[config.mk]
export PLATFORM = sky130hd
export DESIGN_NAME = gpio_mask_port
export DESIGN_NICKNAME = d
export VERILOG_FILES = /design/src/rtl/gpio_mask_port.sv
export SDC_FILE = /design/constraint.sdc
export NUM_CORES = 1
export LEC_CHECK = 0
export ABC_AREA = 1
export BUFFER_PORTS_ARGS = -buffer_cell sky130_fd_sc_hd__buf_2
export CAP_MARGIN = 10
export CORE_ASPECT_RATIO = 0.75
export CORE_MARGIN = 8
export CORE_UTILIZATION = 58
export DETAILED_ROUTE_END_ITERATION = 12
export PLACE_DENSITY = 0.86
export SLEW_MARGIN = 20
export SYNTH_ARGS = -nofsm -noshare
export SYNTH_HDL_FRONTEND = slang
export SYNTH_SLANG_ARGS = --single-unit
[constraint.sdc]
create_clock -name clk -period 1.9 [get_ports clk]
set_clock_uncertainty 0.1 [all_clocks]
set_input_delay 0.285 -clock clk [delete_from_list [all_inputs] [get_ports clk]]
set_output_delay 0.285 -clock clk [all_outputs]
set_load 0.01 [all_outputs]
[src/rtl/gpio_mask_port.sv]
module gpio_mask_port #(
  parameter int NPIN = 8,
  parameter int AW   = 12
) (
  input  logic            clk,
  input  logic            rst_n,
  input  logic [AW-1:0]   bus_addr,
  input  logic            bus_wr,
  input  logic [NPIN-1:0] bus_wdata,
  output logic [NPIN-1:0] bus_rdata,
  input  logic [NPIN-1:0] pin_in,
  output logic [NPIN-1:0] pin_out,
  output logic [NPIN-1:0] pin_oe,
  input  logic [NPIN-1:0] periph_out,
  input  logic [NPIN-1:0] periph_oe,
  output logic            irq
);

  localparam int MSB_LO = NPIN + 2;

  localparam logic [3:0] IX_DIR = 4'd0, IX_SNS = 4'd1, IX_BTH = 4'd2, IX_POL = 4'd3,
                         IX_IEN = 4'd4, IX_RAW = 4'd5, IX_MSK = 4'd6, IX_CLR = 4'd7,
                         IX_ALT = 4'd8;

  logic [NPIN-1:0] dout, dir, sns, bth, pol, ien, alt;
  logic [NPIN-1:0] sync1, sync2, prev, edge_q;
  logic [NPIN-1:0] rise, fall, evt, lvl, raw, msk, dmask, rd_pin, clr_bits;

  wire aligned  = bus_addr[1:0] == 2'b00;
  wire data_sel = aligned && bus_addr[AW-1:MSB_LO] == '0;
  wire cfg_sel  = aligned && bus_addr[AW-1:MSB_LO] == 1 && bus_addr[MSB_LO-1:6] == '0;
  wire [3:0] idx = bus_addr[5:2];
  wire data_wr  = bus_wr && data_sel;
  wire cfg_wr   = bus_wr && cfg_sel;
  wire clr_wr   = cfg_wr && idx == IX_CLR;

  assign dmask    = bus_addr[MSB_LO-1:2];
  assign clr_bits = clr_wr ? bus_wdata : '0;

  assign rise = sync2 & ~prev;
  assign fall = ~sync2 & prev;
  assign evt  = ~sns & ((bth & (rise | fall)) | (~bth & pol & rise) | (~bth & ~pol & fall));
  assign lvl  = sns & ~(sync2 ^ pol);
  assign raw  = lvl | (~sns & edge_q);
  assign msk  = raw & ien;
  assign irq  = |msk;

  assign pin_out = (alt & periph_out) | (~alt & dout);
  assign pin_oe  = (alt & periph_oe)  | (~alt & dir);
  assign rd_pin  = (dir & dout) | (~dir & sync2);

  always_ff @(posedge clk) begin
    if (!rst_n) begin
      {sync1, sync2, prev, edge_q} <= '0;
      {dout, dir, sns, bth, pol, ien, alt} <= '0;
    end else begin
      sync1  <= pin_in;
      sync2  <= sync1;
      prev   <= sync2;
      edge_q <= (edge_q & ~clr_bits) | evt;
      if (data_wr) dout <= (dout & ~dmask) | (bus_wdata & dmask);
      if (cfg_wr) begin
        case (idx)
          IX_DIR:  dir <= bus_wdata;
          IX_SNS:  sns <= bus_wdata;
          IX_BTH:  bth <= bus_wdata;
          IX_POL:  pol <= bus_wdata;
          IX_IEN:  ien <= bus_wdata;
          IX_ALT:  alt <= bus_wdata;
          default: ;
        endcase
      end
    end
  end

  always_comb begin
    bus_rdata = '0;
    if (data_sel) bus_rdata = rd_pin & dmask;
    else if (cfg_sel) begin
      case (idx)
        IX_DIR:  bus_rdata = dir;
        IX_SNS:  bus_rdata = sns;
        IX_BTH:  bus_rdata = bth;
        IX_POL:  bus_rdata = pol;
        IX_IEN:  bus_rdata = ien;
        IX_RAW:  bus_rdata = raw;
        IX_MSK:  bus_rdata = msk;
        IX_ALT:  bus_rdata = alt;
        default: bus_rdata = '0;
      endcase
    end
  end

  AST_DATA_UNMASKED_KEEP: assert property (@(posedge clk) disable iff (!rst_n)
    data_wr |=> ((dout & ~$past(dmask)) == ($past(dout) & ~$past(dmask))));

  AST_DIR_HOLD: assert property (@(posedge clk) disable iff (!rst_n)
    !(cfg_wr && idx == IX_DIR) |=> $stable(dir));

  AST_EDGE_STICKY: assert property (@(posedge clk) disable iff (!rst_n)
    !clr_wr |=> ((edge_q & $past(edge_q)) == $past(edge_q)));

  AST_CLEAR_EMPTIES: assert property (@(posedge clk) disable iff (!rst_n)
    (clr_wr && (bus_wdata & evt) == '0) |=> ((edge_q & $past(bus_wdata)) == '0));

  AST_IRQ_NEEDS_ENABLE: assert property (@(posedge clk) disable iff (!rst_n)
    $rose(irq) |-> (ien != '0));

endmodule

==> flow_summary.ini, run 1 <==
[run_status]
outcome = complete, no violations

[timing]
tns_ns = 0
finalCritPeriodShare = 0.994
max_slew_margin = 0.689
setup_viol = 0
finalHoldViolations = 0
slew_viol_final = 0
min_period_ns = 1.89
setup_ws_ns = 0.0115
max_freq_mhz = 530
worst_slew_pin_slew_ns = 0.466
grt_setup_unrepaired = yes

[detailed_routing]
vias_per_cell = 5.68
wl_um = 15700
vias = 5622
ant_nets = 0
wire_per_inst_um = 15.8
firstDrtPassIters = 6
route.detailed.drc = 0
drt_iter0_drc = 480

[floorplan]
io_pins = 72
die_h_um = 96.7
initial_utilization = 0.595
die-area_mm2 = 0.0119
core_area_mm2 = 0.00845
rows = 29
die_w_um = 124

[grt]
grt_pass1_wl_um = 23900
grt_pass1_vias = 5123
grt.overflow.total = 0
grt_max_degree = 38
grt_antenna_before_repair = 0
grt_use_total = 0.244

[cts]
clk_latency_ns = 0.34
path_clk_slew_ns = 0.06
htree_levels = 3
postCtsHoldBufs = 0
cts_tree = built
cts_made_buffers = 9
clock_path_buffers = 2
cts_root_buffer = clkbuf_16
clock_sinks = 88

[logic_synthesis]
synth.avg_cell_area_um2 = 6.55
synth_nets = 831
ys_types = 28
yosysSeqAreaShare = 0.350
yosysWarnings = 0
netlist_area_mm2 = 0.00503
synthCells = 768
synth_seq_cells = 88

[final_layout]
area_growth_pct = 27.5
drive_above_1_share = 0.286
n_antenna_cell = 0
finalInstanceArea_mm2 = 0.00641
nets = 940

[placement]
gp_congestion = 0.924
dp_hpwl_um = 10900
dp_slack_ns = 0.0419
portBuffers = 71
placed_area_mm2 = 0.00560

[pwr]
internal_power_w = 0.00316
power.density_mw_per_mm2 = 652
pwr-share-comb = 0.090
p_switching_w = 0.00102
clockPowerShare = 0.461
p_seq_frac = 0.449
ir_drop_mv = 0.728
power.share.switching = 0.245
leakagePower_nw = 3.14

[job]
cap_violations = 0

[worst_setup_path]
worstSetupEndpointType = output port
critical_path.max_fanout = 3
cp.arrival_ns = 1.50
crit_type = register to output port
worstSetupStartpointType = register
crit_required_ns = 1.51

[worst_hold_path]
hp-class = input port to register
## worst max-delay path: stages, from the launching register on
cell     delay [ns]
dfxtp_4        0.35
or2_4          0.27
nand3_2        0.07
nand2_2        0.06
nor2_2         0.11
nand4_1        0.12
buf_2          0.17
## cells in the mapped netlist
cell type | instances | area, um^2
nand2_1 | 246 | 923
inv_1 | 95 | 357
dfxtp_1 | 88 | 1760
nor2_1 | 63 | 236
nand3_1 | 56 | 280
a21oi_1 | 51 | 255
nand4_1 | 49 | 307
o21ai_0 | 25 | 125
ha_1 | 16 | 200
buf_2 | 13 | 65.1
clkbuf_1 | 13 | 48.8
or2_2 | 8 | 50.1
o21ai_1 | 6 | 30.0
nor2_2 | 5 | 31.3
o2111ai_1 | 5 | 43.8
buf_4 | 4 | 30.0
buf_6 | 3 | 33.8
nand2_2 | 3 | 18.8
nand3_2 | 3 | 30.0
nor2_4 | 3 | 33.8
o211ai_1 | 3 | 22.5
inv_2 | 2 | 7.51
nand4_4 | 2 | 42.5
nor2_8 | 2 | 40.0
nand2_4 | 1 | 11.3
nand3_4 | 1 | 17.5
nand3b_2 | 1 | 11.3
nor3_4 | 1 | 16.3
## layer usage
metal  vias to the layer above  track usage  share of wire
li1                       2696            -              -
met1                      2578        0.302           0.40
met2                       297        0.400           0.49
met3                        51       0.0494          0.088
met4                         0        0.105          0.030
met5                         -            0              0
## cells by family (layout without fill, tap and decap cells)
family,after synthesis,in the layout,share of synthesized area
AOI/OAI and AO/OA,90,90,0.0948
adders and majority gates,16,16,0.0398
buffers and inverters,130,244,0.108
DFF,88,88,0.350
and+or+nand+nor,444,444,0.407
## power by group through the flow
stage / registers (W) / clock network (W) / logic, W
6_report: 0.00188 / 0.00193 / 0.000374
3_5_place_dp: 0.00193 / 0 / 0.000324
5_1_grt: 0.00188 / 0.00201 / 0.000403
2_1_floorplan: 0.00193 / 0 / 0.000181
3_3_place_gp: 0.00193 / 0 / 0.000316
4_1_cts: 0.00189 / 0.00194 / 0.000329
## repair_timing
item                                    in CTS  in global routing
endpoints found under the setup margin       9                  9
cloned                                       0                  0
pin swaps                                    4                 23
setup buffers                                1                 32
resized for setup                           33                 78
## metrics by stage
stage	total power [W]	util	hold slack (ns)	cells
after floorplan	0.00211	-	0.283	768
after global placement	0.00225	0.662	0.292	941
after detailed placement	0.00226	0.662	0.298	941
after CTS	0.00416	0.707	0.0165	958
after global routing	0.00429	0.758	0.0283	990
final	0.00418	0.758	0.0223	990
## flip-flops by register name, summed over array words and instances, names as in the netlist, named ones only
signal	flops
ien	8
sync2	8
pol	8
prev	8
alt	8
edge_q	8
sns	8
sync1	8
dir	8
bth	8
## path summary, 6_finish.rpt
check / cells past startpoint / slack, ns / endpoint / startpoint
min: 3 / 0.02 / sync1[4] / pin_in[4]
max reg2reg: 6 / 0.56 / edge_q[7] / sync2[7]
max: 6 / 0.01 / irq / sns[6]
min reg2reg: 2 / 0.31 / sync2[3] / sync1[3]
## layout make-up
type                    instances  area, um^2
clock buffers                  10         229
clock inverters                 6        90.1
fillers                       635        2040
inverters                      97         374
multi-input cells             550        2890
flip-flops and latches         88        1820
well taps                     108         135
repair buffers                131         870
## cell usage in the layout, fill, tap and decap left out
cell type and n:
nand2_1 226, inv_1 77, buf_2 70, dfxtp_1 66
nor2_1 61, buf_4 54, a21oi_1 51, nand4_1 49
nand3_1 44, o21ai_0 24, nand2_2 20, inv_2 16
ha_1 16, nand3_2 14, dfxtp_4 14, clkbuf_16 9
or2_4 8, dfxtp_2 8, o21ai_1 7, nor2_2 6
o2111ai_1 5, inv_4 4, nor2_4 4, nand2_4 4
buf_12 4, o211ai_1 3, buf_6 3, nand3_4 2
nor2_8 2, nand4_4 2, inv_6 2, bufinv_16 2
nand3b_2 1, nor3_4 1, clkinv_2 1, clkinvlp_4 1
clkbuf_1 1
No activity file was read; power rests on OpenSTA's default activity.
==> inputs of run 2 (changes only) <==
--- a/config.mk
+++ b/config.mk
@@ -6,13 +6,14 @@
 export NUM_CORES = 1
 export LEC_CHECK = 0
 export ABC_AREA = 1
-export BUFFER_PORTS_ARGS = -buffer_cell sky130_fd_sc_hd__buf_2
+export BUFFER_PORTS_ARGS = -buffer_cell sky130_fd_sc_hd__clkbuf_2
 export CAP_MARGIN = 10
 export CORE_ASPECT_RATIO = 0.75
 export CORE_MARGIN = 8
 export CORE_UTILIZATION = 58
 export DETAILED_ROUTE_END_ITERATION = 12
 export PLACE_DENSITY = 0.86
+export SETUP_SLACK_MARGIN = 0.2
 export SLEW_MARGIN = 20
 export SYNTH_ARGS = -nofsm -noshare
 export SYNTH_HDL_FRONTEND = slang
==> constraint.sdc (replaced) <==
create_clock -name clk -period 1.77 [get_ports clk]
set_clock_uncertainty 0.1 [all_clocks]
set_input_delay 0.2655 -clock clk [delete_from_list [all_inputs] [get_ports clk]]
set_output_delay 0.2655 -clock clk [all_outputs]
set_load 0.01 [all_outputs]
==> run 2 against run 1 <==
Against the previous run:
- the run now ends with negative setup slack left
- sequential share of layout area down 0.72 points
- non-clock buffer count up 17
- sequential cell count is the same
- first-iteration DRC count rose by 11%
- register-to-register slack worse by 0.13 ns
- clock-buffer cell count fell by 1
- design area up 2.4%
- global-route usage up 2.0 points
- critical path depth did not move
- power increased by 5.4%
- core utilization rose by 1.8 points
- setup slack worse by 0.11 ns
- critical endpoint unchanged
- largest cell class unchanged
- highest routed layer unchanged
==> flow_summary.ini, run 2 (synthesized netlist as in run 1, its figures left out) <==
[detailed_routing]
route.detailed.drc = 0
drt_iter0_drc = 534
wire_per_inst_um = 16.2
firstDrtPassIters = 6
ant_nets = 0
vias_per_cell = 5.65
wl_um = 16300
vias = 5697

[final_layout]
n_antenna_cell = 0
final_common_cell = nand2_1
fillers = 626
nets = 958
layout_common_cells = nand2_1, inv_1, buf_4, clkbuf_2, dfxtp_1
drive_above_1_share = 0.307
area_growth_pct = 30.5

[cts]
clk_latency_ns = 0.34
clock_sinks = 88
cts_root_buffer = clkbuf_16
path_clk_slew_ns = 0.07
clock_path_buffers = 2
htree_levels = 3
cts_made_buffers = 9
cts_tree = built

[grt]
grt.busiest_layer = met2
use_met2 = 0.435
grt_pass1_wl_um = 25800
grt_use_met3 = 0.0592
grt.overflow.total = 0
grt_util_met1 = 0.332
grt_max_degree = 33
grt_pass1_vias = 5505
grt_antenna_before_repair = 0
grt_use_total = 0.264

[floorplan]
io_pins = 72
die_h_um = 96.7
die-area_mm2 = 0.0119
core_area_mm2 = 0.00845
die_w_um = 124
rows = 29
initial_utilization = 0.595

[pwr]
ir_drop_mv = 0.740
leakagePower_nw = 3.23
power.density_mw_per_mm2 = 671

[timing]
finalCritPeriodShare = 1.06
setup_ws_ns = -0.0992
hold_ws_ns = 0.00601
min_period_ns = 1.87
max_slew_margin = 0.673
setup_viol = 8
slew_viol_final = 0
finalHoldViolations = 0
max_freq_mhz = 535
grt_setup_unrepaired = yes
worst_slew_pin_slew_ns = 0.490

[run_status]
failed_checks = negative setup slack
outcome = complete, but fails checks

[job]
cap_violations = 0

[worst_setup_path]
crit_required_ns = 1.40
worstSetupEndpointType = output port
crit_type = register to output port
worstRegToRegCells = 6
worstSetupStartpointType = register
cp.arrival_ns = 1.50
critical_path.max_fanout = 4

[worst_hold_path]
hp-class = input port to register
hold_depth = 3

[placement]
dp_hpwl_um = 11200
dp_slack_ns = -0.105
gp_congestion = 0.958
portBuffers = 71
[run 2: cell count changes in the layout (fill, tap and decap cells not counted), sizes merged]
| cell | previous run | this run |
|---|---|---|
| inv | 99 | 100 |
| clkinv | 1 | 2 |
| clkbuf | 10 | 72 |
| nor2 | 73 | 74 |
| bufinv | 2 | 1 |
| dlygate4sd3 | 0 | 3 |
| buf | 131 | 82 |
[run 2: layout make-up]
class / count / area (um^2) / share of cell area
multi-input combinational: 551 / 2910 / 0.443
inverter: 97 / 364 / 0.0555
sequential: 88 / 1820 / 0.277
clock buffer: 9 / 225 / 0.0343
tap: 108 / 135 / 0.0206
timing repair buffer: 148 / 1030 / 0.157
clock inverter: 7 / 77.6 / 0.0118
[run 2: final timing paths]
check,start,endpoint,slack (ns)
worst min-delay path,pin_in[7],sync1[7],0.006
worst max register to register,sync2[4],edge_q[4],0.43
worst min register to register,sync1[4],sync2[4],0.31
worst max-delay path,sns[6],irq,-0.1
[run 2: timing repair]
item | CTS | global route
gates cloned | 1 | 1
setup endpoints to repair | 9 | 16
resized for setup | 84 | 37
pin swaps | 15 | 14
hold buffers | 3 | 0
endpoints found under the hold margin | 3 | 0
buffers inserted | 25 | 10
[run 2: worst max-delay path, cell delays in order (launching register included)]
cell and delay [ns]:
dfxtp_4 0.36, or2_4 0.24, nand3_1 0.10, nand2_2 0.07
nor2_2 0.11, nand4_1 0.12, buf_2 0.17
[run 2: power breakdown]
part           switching (W)  internal, W  total [W]
combinational       0.000264     0.000162   0.000425
clock               0.000853      0.00111    0.00196
sequential         0.0000188      0.00200    0.00202
[run 2: per-stage QoR]
step                instances  power, W  utilization  instance area [um^2]  TNS [ns]
detailed placement        952   0.00243        0.672                  5680    -0.653
floorplan                 768   0.00226            -                  5030         0
global placement          952   0.00242        0.672                  5680    -0.580
finish                   1008   0.00441        0.777                  6570    -0.345
global route             1008   0.00454        0.777                  6570     -1.11
CTS                       997   0.00440        0.755                  6390    -0.231
[run 2: metal layers]
layer | part of all wire | vias up
li1 | - | 2729
met1 | 0.41 | 2626
met2 | 0.47 | 303
met3 | 0.095 | 39
met4 | 0.027 | 0
met5 | 0 | -
